--- config.mk ---
export PLATFORM = sky130hd
export DESIGN_NAME = sinc3_decim_filter
export DESIGN_NICKNAME = d
export VERILOG_FILES = /design/src/rtl/sinc3_pkg.sv /design/src/rtl/sinc3_ratio_ctl.sv /design/src/rtl/sinc3_integ.sv /design/src/rtl/sinc3_comb.sv /design/src/rtl/sinc3_scale.sv /design/src/rtl/sinc3_decim_filter.sv
export SDC_FILE = /design/constraint.sdc
export NUM_CORES = 2
export LEC_CHECK = 0
export BUFFER_PORTS_ARGS = -buffer_cell sky130_fd_sc_hd__buf_4
export CAP_MARGIN = 0
export CORE_MARGIN = 2
export CORE_UTILIZATION = 25
export CTS_CLUSTER_SIZE = 14
export DETAILED_ROUTE_END_ITERATION = 8
export PLACE_DENSITY = 0.49
export SYNTH_ARGS = -nofsm -noshare
export SYNTH_HDL_FRONTEND = slang
export SYNTH_SLANG_ARGS = --single-unit
--- constraint.sdc ---
create_clock -name clk -period 18 [get_ports clk]
set_clock_uncertainty 0.15 [all_clocks]
set_input_delay 1.8 -clock clk [delete_from_list [all_inputs] [get_ports clk]]
set_output_delay 1.8 -clock clk [all_outputs]
set_load 0.05 [all_outputs]
--- src/rtl/sinc3_pkg.sv ---
package sinc3_pkg;

   // Limit a requested code to the legal ratio window.
   function automatic int clamp_code(input int c, input int lo, input int hi);
      if (c < lo) return lo;
      if (c > hi) return hi;
      return c;
   endfunction

   // Right shift that brings the full-scale value N^3 into out_w bits.
   function automatic int calc_shift(input int n, input int out_w);
      longint unsigned cube;
      int              b;
      cube = longint'(n) * longint'(n) * longint'(n);
      b    = 0;
      for (int i = 0; i < 64; i++) begin
         if (cube[i]) b = i + 1;
      end
      return (b > out_w) ? (b - out_w) : 0;
   endfunction

endpackage

--- src/rtl/sinc3_ratio_ctl.sv ---
module sinc3_ratio_ctl #(
   parameter int CODE_W   = 12,
   parameter int CODE_MIN = 19,
   parameter int CODE_MAX = 4000,
   parameter int ORDER    = 3,
   parameter int OUT_W    = 24,
   parameter int SH_W     = 6
) (
   input  logic              clk,
   input  logic              rst_n,
   input  logic              restart_req,
   input  logic              strobe,
   input  logic [CODE_W-1:0] code_in,
   output logic              clr,
   output logic [SH_W-1:0]   shift_q,
   output logic              tick_q,
   output logic              tick_settled_q
);
   localparam int WC_W = $clog2(ORDER + 1);

   logic              armed_q;
   logic [CODE_W-1:0] ratio_q;
   logic [CODE_W-1:0] cnt_q;
   logic [WC_W-1:0]   wcnt_q;
   logic [CODE_W-1:0] code_cl;
   logic [SH_W-1:0]   shift_nxt;
   logic              last_sample;

   assign clr = restart_req | ~armed_q;

   always_comb begin
      code_cl   = CODE_W'(sinc3_pkg::clamp_code(int'(code_in), CODE_MIN, CODE_MAX));
      shift_nxt = SH_W'(sinc3_pkg::calc_shift(int'(code_cl), OUT_W));
   end

   assign last_sample = (cnt_q == ratio_q - CODE_W'(1));

   always_ff @(posedge clk or negedge rst_n) begin
      if (!rst_n) begin
         armed_q        <= 1'b0;
         ratio_q        <= CODE_W'(CODE_MIN);
         shift_q        <= '0;
         cnt_q          <= '0;
         wcnt_q         <= '0;
         tick_q         <= 1'b0;
         tick_settled_q <= 1'b0;
      end else if (clr) begin
         armed_q        <= 1'b1;
         ratio_q        <= code_cl;
         shift_q        <= shift_nxt;
         cnt_q          <= '0;
         wcnt_q         <= '0;
         tick_q         <= 1'b0;
         tick_settled_q <= 1'b0;
      end else begin
         tick_q <= 1'b0;
         if (strobe) begin
            if (last_sample) begin
               cnt_q          <= '0;
               tick_q         <= 1'b1;
               tick_settled_q <= (int'(wcnt_q) >= ORDER - 1);
               if (int'(wcnt_q) < ORDER - 1) wcnt_q <= wcnt_q + WC_W'(1);
            end else begin
               cnt_q <= cnt_q + CODE_W'(1);
            end
         end
      end
   end

   assert_ratio_legal_R2: assert property (@(posedge clk) disable iff (!rst_n)
      armed_q |-> (int'(ratio_q) >= CODE_MIN && int'(ratio_q) <= CODE_MAX));

   assert_cnt_below_ratio_R2: assert property (@(posedge clk) disable iff (!rst_n)
      armed_q |-> (cnt_q < ratio_q));

   assert_ratio_hold_R8: assert property (@(posedge clk) disable iff (!rst_n)
      (armed_q && !restart_req) |=> $stable(ratio_q));

endmodule

--- src/rtl/sinc3_integ.sv ---
module sinc3_integ #(
   parameter int ORDER = 3,
   parameter int ACC_W = 37
) (
   input  logic             clk,
   input  logic             rst_n,
   input  logic             clr,
   input  logic             strobe,
   input  logic             din,
   output logic [ACC_W-1:0] integ_out
);
   logic [ACC_W-1:0] acc_q [ORDER];
   logic [ACC_W-1:0] acc_n [ORDER];

   for (genvar s = 0; s < ORDER; s++) begin : g_stage
      if (s == 0) begin : g_first
         assign acc_n[s] = acc_q[s] + ACC_W'(din);
      end else begin : g_rest
         assign acc_n[s] = acc_q[s] + acc_n[s-1];
      end

      always_ff @(posedge clk or negedge rst_n) begin
         if (!rst_n)      acc_q[s] <= '0;
         else if (clr)    acc_q[s] <= '0;
         else if (strobe) acc_q[s] <= acc_n[s];
      end
   end

   assign integ_out = acc_q[ORDER-1];

   assert_first_stage_step_R1: assert property (@(posedge clk) disable iff (!rst_n)
      (!clr && !strobe) |=> $stable(acc_q[0]));

endmodule

--- src/rtl/sinc3_comb.sv ---
module sinc3_comb #(
   parameter int ORDER = 3,
   parameter int ACC_W = 37
) (
   input  logic             clk,
   input  logic             rst_n,
   input  logic             clr,
   input  logic             tick,
   input  logic             tick_settled,
   input  logic [ACC_W-1:0] integ_in,
   output logic [ACC_W-1:0] raw_q,
   output logic             vld_q,
   output logic             set_q
);
   logic [ACC_W-1:0] dly_q  [ORDER];
   logic [ACC_W-1:0] stg_in [ORDER];
   logic [ACC_W-1:0] stg_out[ORDER];

   for (genvar s = 0; s < ORDER; s++) begin : g_diff
      if (s == 0) begin : g_first
         assign stg_in[s] = integ_in;
      end else begin : g_rest
         assign stg_in[s] = stg_out[s-1];
      end
      assign stg_out[s] = stg_in[s] - dly_q[s];

      always_ff @(posedge clk or negedge rst_n) begin
         if (!rst_n)    dly_q[s] <= '0;
         else if (clr)  dly_q[s] <= '0;
         else if (tick) dly_q[s] <= stg_in[s];
      end
   end

   always_ff @(posedge clk or negedge rst_n) begin
      if (!rst_n) begin
         raw_q <= '0;
         vld_q <= 1'b0;
         set_q <= 1'b0;
      end else if (clr) begin
         raw_q <= '0;
         vld_q <= 1'b0;
         set_q <= 1'b0;
      end else begin
         vld_q <= tick;
         if (tick) begin
            raw_q <= stg_out[ORDER-1];
            set_q <= tick_settled;
         end
      end
   end

   assert_word_spacing_R2: assert property (@(posedge clk) disable iff (!rst_n)
      vld_q |=> !vld_q);

endmodule

--- src/rtl/sinc3_scale.sv ---
module sinc3_scale #(
   parameter int ACC_W = 37,
   parameter int OUT_W = 24,
   parameter int SH_W  = 6
) (
   input  logic             clk,
   input  logic             rst_n,
   input  logic             clr,
   input  logic             vld,
   input  logic             set_in,
   input  logic [ACC_W-1:0] raw,
   input  logic [SH_W-1:0]  shift,
   input  logic             unipolar,
   output logic [OUT_W-1:0] result,
   output logic             data_ready,
   output logic             settled
);
   logic [OUT_W-1:0] scaled;
   logic [OUT_W-1:0] coded;

   assign scaled = OUT_W'(raw >> shift);

   always_comb begin
      if (!unipolar)              coded = scaled;
      else if (scaled[OUT_W-1])   coded = {scaled[OUT_W-2:0], 1'b0};
      else                        coded = '0;
   end

   always_ff @(posedge clk or negedge rst_n) begin
      if (!rst_n) begin
         result     <= '0;
         data_ready <= 1'b0;
         settled    <= 1'b0;
      end else if (clr) begin
         result     <= '0;
         data_ready <= 1'b0;
         settled    <= 1'b0;
      end else begin
         data_ready <= vld;
         if (vld) begin
            result  <= coded;
            settled <= set_in;
         end
      end
   end

   assert_ready_pulse_R5: assert property (@(posedge clk) disable iff (!rst_n)
      data_ready |=> !data_ready);

   assert_result_hold_R5: assert property (@(posedge clk) disable iff (!rst_n)
      (!vld && !clr) |=> $stable(result));

   assert_restart_quiet_R6: assert property (@(posedge clk) disable iff (!rst_n)
      clr |=> (!data_ready && !settled && result == '0));

   assert_settle_with_word_R7: assert property (@(posedge clk) disable iff (!rst_n)
      $rose(settled) |-> data_ready);

endmodule

--- src/rtl/sinc3_decim_filter.sv ---
module sinc3_decim_filter #(
   parameter int CODE_W   = 12,
   parameter int CODE_MIN = 19,
   parameter int CODE_MAX = 4000,
   parameter int ORDER    = 3,
   parameter int OUT_W    = 24
) (
   input  logic              clk,
   input  logic              rst_n,
   input  logic              mod_strobe,
   input  logic              mod_bit,
   input  logic [CODE_W-1:0] code_in,
   input  logic              sync_n,
   input  logic              sync_bit,
   input  logic              chan_change,
   input  logic              unipolar,
   output logic [OUT_W-1:0]  result,
   output logic              data_ready,
   output logic              settled
);
   localparam int ACC_W = ORDER * CODE_W + 1;
   localparam int SH_W  = $clog2(ACC_W + 1);

   if (CODE_MIN < 2 || CODE_MAX < CODE_MIN || CODE_MAX >= (1 << CODE_W)) begin : g_bad_range
      $error("sinc3_decim_filter: illegal code range");
   end
   if (OUT_W < 2 || OUT_W > ACC_W || ORDER < 1) begin : g_bad_width
      $error("sinc3_decim_filter: illegal width or order");
   end

   logic             restart_req;
   logic             clr;
   logic [SH_W-1:0]  shift_q;
   logic             tick_q;
   logic             tick_set_q;
   logic [ACC_W-1:0] integ_out;
   logic [ACC_W-1:0] raw_q;
   logic             vld_q;
   logic             set_q;

   assign restart_req = ~sync_n | sync_bit | chan_change;

   sinc3_ratio_ctl #(
      .CODE_W(CODE_W), .CODE_MIN(CODE_MIN), .CODE_MAX(CODE_MAX),
      .ORDER(ORDER), .OUT_W(OUT_W), .SH_W(SH_W)
   ) u_ctl (
      .clk(clk), .rst_n(rst_n), .restart_req(restart_req), .strobe(mod_strobe),
      .code_in(code_in), .clr(clr), .shift_q(shift_q), .tick_q(tick_q),
      .tick_settled_q(tick_set_q)
   );

   sinc3_integ #(.ORDER(ORDER), .ACC_W(ACC_W)) u_integ (
      .clk(clk), .rst_n(rst_n), .clr(clr), .strobe(mod_strobe),
      .din(mod_bit), .integ_out(integ_out)
   );

   sinc3_comb #(.ORDER(ORDER), .ACC_W(ACC_W)) u_comb (
      .clk(clk), .rst_n(rst_n), .clr(clr), .tick(tick_q),
      .tick_settled(tick_set_q), .integ_in(integ_out),
      .raw_q(raw_q), .vld_q(vld_q), .set_q(set_q)
   );

   sinc3_scale #(.ACC_W(ACC_W), .OUT_W(OUT_W), .SH_W(SH_W)) u_scale (
      .clk(clk), .rst_n(rst_n), .clr(clr), .vld(vld_q), .set_in(set_q),
      .raw(raw_q), .shift(shift_q), .unipolar(unipolar),
      .result(result), .data_ready(data_ready), .settled(settled)
   );

   assert_no_word_in_hold_R6: assert property (@(posedge clk) disable iff (!rst_n)
      restart_req |=> !data_ready);

endmodule

# Word-level counts from Yosys, hierarchy flattened
# Cells that the tools add are included.
[classes]
add_sub_neg = 10
mul = 2
n_lt_le_gt_ge = 5
eq_ne = 1
shift = 1
muxes = 109
n_bitwise = 5
reduce_logical = 7
[op_table]
columns = ["op", "n"]
rows = [
  ["2-to-1 mux 37 bit", 14],
  ["2-to-1 mux 6 bit", 33],
  ["subtractor 37 bit", 3],
  ["2-to-1 mux 24 bit", 4],
  ["2-to-1 mux 5 bit", 17],
  ["adder 37 bit", 2],
  ["2-to-1 mux 12 bit", 6],
  ["multiplier 64 x 13 -> 64 bit", 1],
  ["adder 37 x 1 -> 37 bit", 1],
  [">> shifter 37 x 6 -> 24 bit", 1],
  ["2-to-1 mux 4 bit", 8],
  ["multiplier 12 x 12 -> 24 bit", 1],
  ["2-to-1 mux 1 bit", 16],
  ["adder 12 x 1 -> 12 bit (second input constant)", 1],
  ["== test 12 bit", 1],
  ["> comparator 12 bit (second input constant)", 1],
  ["< comparator 12 x 5 -> 1 bit (second input constant)", 1],
  ["2-to-1 mux 2 bit", 6],
  ["2-to-1 mux 3 bit", 4],
  ["subtractor 12 x 1 -> 12 bit (second input constant)", 1],
  ["nonzero test 2 bit", 5],
  ["> comparator 7 x 5 -> 1 bit (second input constant)", 1],
  ["2-to-1 mux 7 bit", 1],
  ["subtractor 6 x 5 -> 6 bit (second input constant)", 1],
  ["other kinds (7)", 10],
]
[word_totals]
reg_bits = 322
inputBits = 20
out_inout_bits = 26
word_cells = 159

# Depth between registers and ports, before layout
[logic_depth]
word_depth = 73
ltp_mapped = 61

# Modules after synthesis
# A second synthesis with hierarchy kept.
[hier_totals]
cells_unflattened = 4639
area_unflattened_um2 = 40069.7
[modules_own_cells]
columns = ["mod", "instances", "cells_each", "area_each_um2"]
rows = [
  ["sinc3_ratio_ctl", 1, 1834, 15409.8],
  ["sinc3_comb", 1, 1371, 11771.3],
  ["sinc3_integ", 1, 1071, 9308.9],
  ["sinc3_scale", 1, 362, 3570.9],
  ["sinc3_decim_filter", 1, 1, 8.8],
]

# Least setup slack after synthesis
# OpenSTA, ideal clock, no wires.
[synth_timing]
path_type = "input port to flip-flop"
from = "input code_in[7]"
to = "register u_ctl.shift_q[4]"
setup_time_ns = 0.064
arrival_time_ns = 14.238
required_time_ns = 17.786
slack_ns = 3.548
stages = 57
path_cell_list = "clkbuf_1 nand2_1 or3_1 clkbuf_1 a21oi_1 clkbuf_1 nor2_1 fa_1 ha_1 inv_1 fa_1 inv_1 ha_1 inv_1 fa_1 inv_1 ha_1 a21o_1 [21 not listed] buf_2 o21a_1 nor2_1 o21ai_0 nand2_1 a2111oi_4 o41ai_4 o2111a_1 nor3_2 nand2_2 nor4_4 o31a_2 ha_1 inv_1 ha_1 nor2_1 o2111a_1 a21o_1"
[synth_between]
elab_chain_len = 73
[synth_lines]
columns = ["element", "line_no", "text"]
rows = [
  ["start, declared", "sinc3_decim_filter.sv:12", "input logic [CODE_W-1:0] code_in,"],
  ["< comparator 12 x 5 -> 1 bit / > comparator 12 bit (equally long branches)", "sinc3_pkg.sv:5, sinc3_pkg.sv:6", ""],
  ["2-to-1 mux 5 bit / 2-to-1 mux 1 bit (equally long branches)", "sinc3_pkg.sv:5, sinc3_pkg.sv:6", ""],
  ["2-to-1 mux 12 bit / 2-to-1 mux 1 bit (equally long branches)", "sinc3_pkg.sv:6", "if (c > hi) return hi;"],
  ["2-to-1 mux 12 bit", "sinc3_pkg.sv:7", "return c;"],
  ["2-to-1 mux 12 bit (*)", "sinc3_pkg.sv:6", ""],
  ["multiplier 12 x 12 -> 24 bit", "sinc3_pkg.sv:14", "cube = longint'(n) * longint'(n) * longint'(n);"],
  ["multiplier 64 x 13 -> 64 bit (*)", "sinc3_pkg.sv:14", ""],
  ["2-to-1 mux 1 bit", "sinc3_pkg.sv:17", "if (cube[i]) b = i + 1;"],
  ["2-to-1 mux 2 bit (2 in a row)", "sinc3_pkg.sv:17", ""],
  ["2-to-1 mux 3 bit (4 in a row)", "sinc3_pkg.sv:17", ""],
  ["2-to-1 mux 4 bit (8 in a row)", "sinc3_pkg.sv:17", ""],
  ["2-to-1 mux 5 bit (16 in a row)", "sinc3_pkg.sv:17", ""],
  ["2-to-1 mux 6 bit (32 in a row)", "sinc3_pkg.sv:17", ""],
  ["2-to-1 mux 7 bit (*)", "sinc3_pkg.sv:17", ""],
  ["subtractor 6 x 5 -> 6 bit / > comparator 7 x 5 -> 1 bit (equally long branches)", "sinc3_pkg.sv:19", "return (b > out_w) ? (b - out_w) : 0;"],
  ["2-to-1 mux 6 bit (*)", "sinc3_pkg.sv:19", ""],
  ["end signal, assigned", "sinc3_ratio_ctl.sv:50", "shift_q <= shift_nxt;"],
  ["end, declared", "sinc3_ratio_ctl.sv:15", "output logic [SH_W-1:0] shift_q,"],
]
# Every way passes the cells marked *; elsewhere a longest branch is shown, timed or not. The select of a mux whose other input is x is not followed.
# A chain may end at the register's enable or synchronous reset.

# Worst setup path in the final report
[layout_timing]
from = "input code_in[9]"
to = "register u_ctl.shift_q[4]"
# The elaborated chain is that of the path after synthesis.

==> results by stage <==
Place:
- The last weighted congestion value of the routability-driven placer is 0.8321.
- The HPWL after detailed placement is 73830 um.
- The number of port buffers is 45.
- The instance area at placement is between 40000 and 50000 um^2.
- The placement-stage worst setup slack is between 1 and 1.5 ns.

GRT:
- The wire length of the first global-routing pass is between 150000 and 200000 um.
- For this run, the total global-route usage over all layers was measured as 12.24%.
- The number of global-route vias before repair is about 30k.
- The number of antenna violations at the first check in global routing is 2.
- The pin count of the biggest net entering global routing is about 120.
- The total congestion overflow after global routing is 0.

Worst setup path:
- In this run the critical register-to-register path is captured at u_comb.raw_q[36].
- The endpoint arrival time on the critical path is around 16 ns.
- By startpoint and endpoint, the worst setup path is classified as input port to register.
- The critical path capture point type is a register.
- STA puts the critical path data required time at 18.35 ns.
- Of all nets on the critical path, the largest fanout is 38.
- The cell depth of the worst flop-to-flop path is 32.
- The count of buffering cells on the critical path with inverters included is 10.
- The register-to-register setup slack is 10.35 ns.
- The delay of the slowest cell on the worst path is roughly 0.9 ns.
- Broken down by cell family, the worst path's largest delay share belongs to adder cells.
- The reg-to-reg critical path startpoint is u_integ.integ_out[0].
- Counting stages on the worst path, the most repeated cell is sky130_fd_sc_hd__fa_1.
- The library cell contributing the largest single delay on the critical path is sky130_fd_sc_hd__and3_1.
- The startpoint type of the worst setup path is an input port.

Synthesis:
- Counting flops with an async set or reset pin after synthesis yields a share of 100.0%.
- For this run, the leading register cell type out of synthesis is sky130_fd_sc_hd__dfrtp_1.
- The count of state elements after synthesis is between 300 and 400.
- Sequential cells were found to cover between 20% and 30% of the synthesized design area.
- In this run, synthesis inferred 0 flip-flops with an integrated enable.
- After synthesis, the mean cell area works out to roughly 8.6 um^2.
- The summed instance area of the synthesized netlist is approximately 38000 um^2.
- The number of warnings printed during yosys synthesis is 0.
- The number of distinct library cells after synthesis is ~110.
- Synthesis handed over a netlist of 4477 instances.

Timing:
- The number of endpoints failing setup at the final stage is 0.
- The tightest hold path in the finished design has a slack of approximately 0.33 ns.
- The final critical path time including I/O delays and setup is 16.03 ns.
- The slack of the critical path is between 1.5 and 2 ns.
- At the pin with the least slew margin, the transition time is 1.210 ns.
- The final hold violation count is 0.
- The total count of max-transition violations in the final report is 0.
- In the finished design, the share of the clock period the worst path needs comes to slightly below 90%.
- Adding up every negative setup slack in the final design gives 0 ns.
- Setup repair after global routing left no endpoint under its margin.
- The top achievable clock speed is a little over 60 MHz.
- The relative slew slack is about a fifth.

Clocking:
- The number of post-CTS setup repair buffers is 0.
- In this run the number of H-tree levels came out at 2.
- The maximum clock insertion buffer count is 3.
- The number of clock buffers inserted by TritonCTS is 43.
- Buffers inserted to repair hold after CTS numbered 0.
- The number of gates resized after CTS is 0.
- The CTS clock-pin slew for the worst setup and hold paths is about 0.06 ns.
- For the worst-skew pair, the clock arrives at the later sink with an insertion delay of ~0.6 ns.
- The total clock sinks is 322.
- TritonCTS built the clock tree.
- The tree is rooted in a sky130_fd_sc_hd__clkbuf_16.

Worst hold path:
- The worst hold path class is register to register.
- The startpoint identified for the worst hold timing path is u_scale.result[4].
- Counting instances, the worst hold path has a depth of 2.
- The worst hold path terminates at u_scale.result[4].

Final layout:
- The most common library cell in the layout ignoring fill and taps is sky130_fd_sc_hd__inv_1.
- The filler cells instantiated in the layout total around 16k.
- Cells with a size suffix above 1 make up roughly 5.3% of the layout.
- Leaving out fill and tap cells, the most frequent cells in the layout are 550 x sky130_fd_sc_hd__inv_1, 501 x sky130_fd_sc_hd__nor2_1, 377 x sky130_fd_sc_hd__nand2_1.
- For this run, the post-layout net count is 5080.
- The final instance area is 42310 um^2.
- The area growth from synthesis to layout is 10.28%.

Route:
- Dividing the detail-routed wire length by the instance count gives 14.80 um.
- The total DRC errors in the routed layout is 0.
- Summing over every cut layer, the via total after detailed routing is between 20k and 30k.
- After detailed routing, the total wire length is 95950 um.
- The detail route stage leaves a number of antenna-violating nets equal to 0.
- The post-detailed-route via-to-cell ratio is between 4 and 5.
- The detailed-routing iteration count for the pre-antenna-repair pass is 6.
- The initial DRC count is approximately 1.7k.

Floorplanning:
- The number of top-level design ports is 46.
- The floorplan has between 100 and 150 rows.
- From bottom edge to top edge, the die measures 395.8 um.
- The core region is 152300 um^2.
- For this configuration, the core starts out at a cell density of about a quarter.
- In this run the horizontal extent of the chip is just under 400 um.
- The die footprint is roughly 160000 um^2.

Flow run:
- The tool flagged a number of max-cap violations equal to 0.

Outcome:
- The run finished with clean final reports.
## per-layer routing
layer	part of all wire, %	global-route usage, %
met5	0	0
met4	1.3	2.220
met3	3.2	1.253
met2	45	19.61
met1	51	17.85
## Yosys cell counts, types with 9 or more instances
| cell type | n | share of area [%] |
|---|---|---|
| sky130_fd_sc_hd__nor4_1 | 9 | 0.15 |
| sky130_fd_sc_hd__nand2b_1 | 44 | 0.72 |
| sky130_fd_sc_hd__inv_1 | 550 | 5.4 |
| sky130_fd_sc_hd__or3_1 | 29 | 0.47 |
| sky130_fd_sc_hd__fa_1 | 294 | 15 |
| sky130_fd_sc_hd__o21ai_0 | 147 | 1.9 |
| sky130_fd_sc_hd__dfrtp_1 | 319 | 21 |
| sky130_fd_sc_hd__a21boi_0 | 11 | 0.22 |
| sky130_fd_sc_hd__mux4_2 | 16 | 0.94 |
| sky130_fd_sc_hd__nor3_1 | 72 | 0.94 |
| sky130_fd_sc_hd__and3_1 | 41 | 0.67 |
| sky130_fd_sc_hd__xnor2_1 | 172 | 3.9 |
| sky130_fd_sc_hd__a21oi_1 | 247 | 3.2 |
| sky130_fd_sc_hd__a22o_1 | 12 | 0.27 |
| sky130_fd_sc_hd__ha_1 | 347 | 11 |
| sky130_fd_sc_hd__o22ai_1 | 23 | 0.38 |
| sky130_fd_sc_hd__mux2_2 | 17 | 0.50 |
| sky130_fd_sc_hd__a31o_2 | 9 | 0.21 |
| sky130_fd_sc_hd__a311oi_1 | 9 | 0.21 |
| sky130_fd_sc_hd__xor2_1 | 120 | 2.7 |
| sky130_fd_sc_hd__and2_1 | 153 | 2.5 |
| sky130_fd_sc_hd__a21o_1 | 78 | 1.5 |
| sky130_fd_sc_hd__nor2b_1 | 36 | 0.59 |
| sky130_fd_sc_hd__o21bai_1 | 35 | 0.68 |
| sky130_fd_sc_hd__clkbuf_1 | 144 | 1.4 |
| sky130_fd_sc_hd__nand2_1 | 377 | 3.7 |
| sky130_fd_sc_hd__nand3_1 | 83 | 1.1 |
| sky130_fd_sc_hd__a31oi_1 | 20 | 0.33 |
| sky130_fd_sc_hd__a211oi_1 | 40 | 0.78 |
| sky130_fd_sc_hd__nor2_1 | 502 | 4.9 |
| sky130_fd_sc_hd__o31ai_1 | 16 | 0.31 |
| sky130_fd_sc_hd__nand4_1 | 16 | 0.26 |
| sky130_fd_sc_hd__mux2i_1 | 206 | 5.4 |
| sky130_fd_sc_hd__buf_1 | 25 | 0.24 |
| sky130_fd_sc_hd__o211ai_1 | 16 | 0.31 |
| sky130_fd_sc_hd__or2_2 | 12 | 0.20 |
| sky130_fd_sc_hd__o21a_1 | 57 | 1.1 |
## worst reg2reg max path: cells and delay by family (launching register included)
kind	cells	cell delay (ns)
compound gates	15	3.43
xor+xnor	4	0.68
fa+ha+maj	4	1.12
buf+inv	2	0.12
flops	1	0.41
mux	1	0.11
simple gates	6	1.52
## state kept, by name, summed over array words and instances (netlist names)
| register | count |
|---|---|
| u_ctl.wcnt_q | 2 |
| u_ctl.tick_settled_q | 1 |
| u_ctl.tick_q | 1 |
| u_integ.integ_out | 37 |
| u_comb.raw_q | 37 |
| u_ctl.shift_q | 6 |
| u_comb.vld_q | 1 |
| u_scale.settled | 1 |
| u_ctl.armed_q | 1 |
| u_scale.result | 24 |
| u_comb.set_q | 1 |
| u_ctl.cnt_q | 12 |
| u_scale.data_ready | 1 |
| u_ctl.ratio_q | 12 |
| u_comb.dly_q | 111 |
| u_integ.acc_q | 74 |
## worst max path at each step
stage	end	slack [ns]	cells past startpoint	start
6_report	u_ctl.shift_q[4]	1.97	49	code_in[9]
5_1_grt	u_ctl.shift_q[4]	1.01	51	code_in[9]
4_1_cts	u_ctl.shift_q[4]	2.03	49	code_in[9]
3_5_place_dp	u_ctl.shift_q[4]	1.46	48	code_in[9]
3_3_place_gp	u_ctl.shift_q[5]	1.74	48	code_in[9]
2_1_floorplan	u_ctl.shift_q[4]	3.55	57	code_in[7]
## logic make-up after synthesis
| kind of cell | share of synthesized area [%] |
|---|---|
| AO/OA/AOI/OAI | 14.42 |
| XOR/XNOR | 6.724 |
| adder cells (fa/ha/maj) | 26.65 |
| buffers and inverters | 7.216 |
| flip-flops | 21.01 |
| multiplexers | 6.812 |
| other | 0.01957 |
| AND/OR/NAND/NOR | 17.14 |
## through the flow
stage,util [%],std cells
after global routing,27.79,6482
after CTS,27.79,6481
final,27.79,6482
after global placement,26.83,6404
after detailed placement,26.83,6404
after floorplan,-,4478
## final cells by class
class                           instances  area [um^2]  area share (%)
Clock inverter                         14        224.0          0.5293
Antenna cell                            1        2.502        0.005914
Sequential cell                       322         8066           19.06
Tap cell                             2030         2540           6.003
Multi-Input combinational cell       3422        27580           65.17
Inverter                              556         2087           4.932
Clock buffer                           63         1241           2.933
Timing Repair Buffer                   74        575.6           1.360
Power is not shown: default switching activity piles up to over one toggle a cycle in this logic, so the estimate is an artifact.
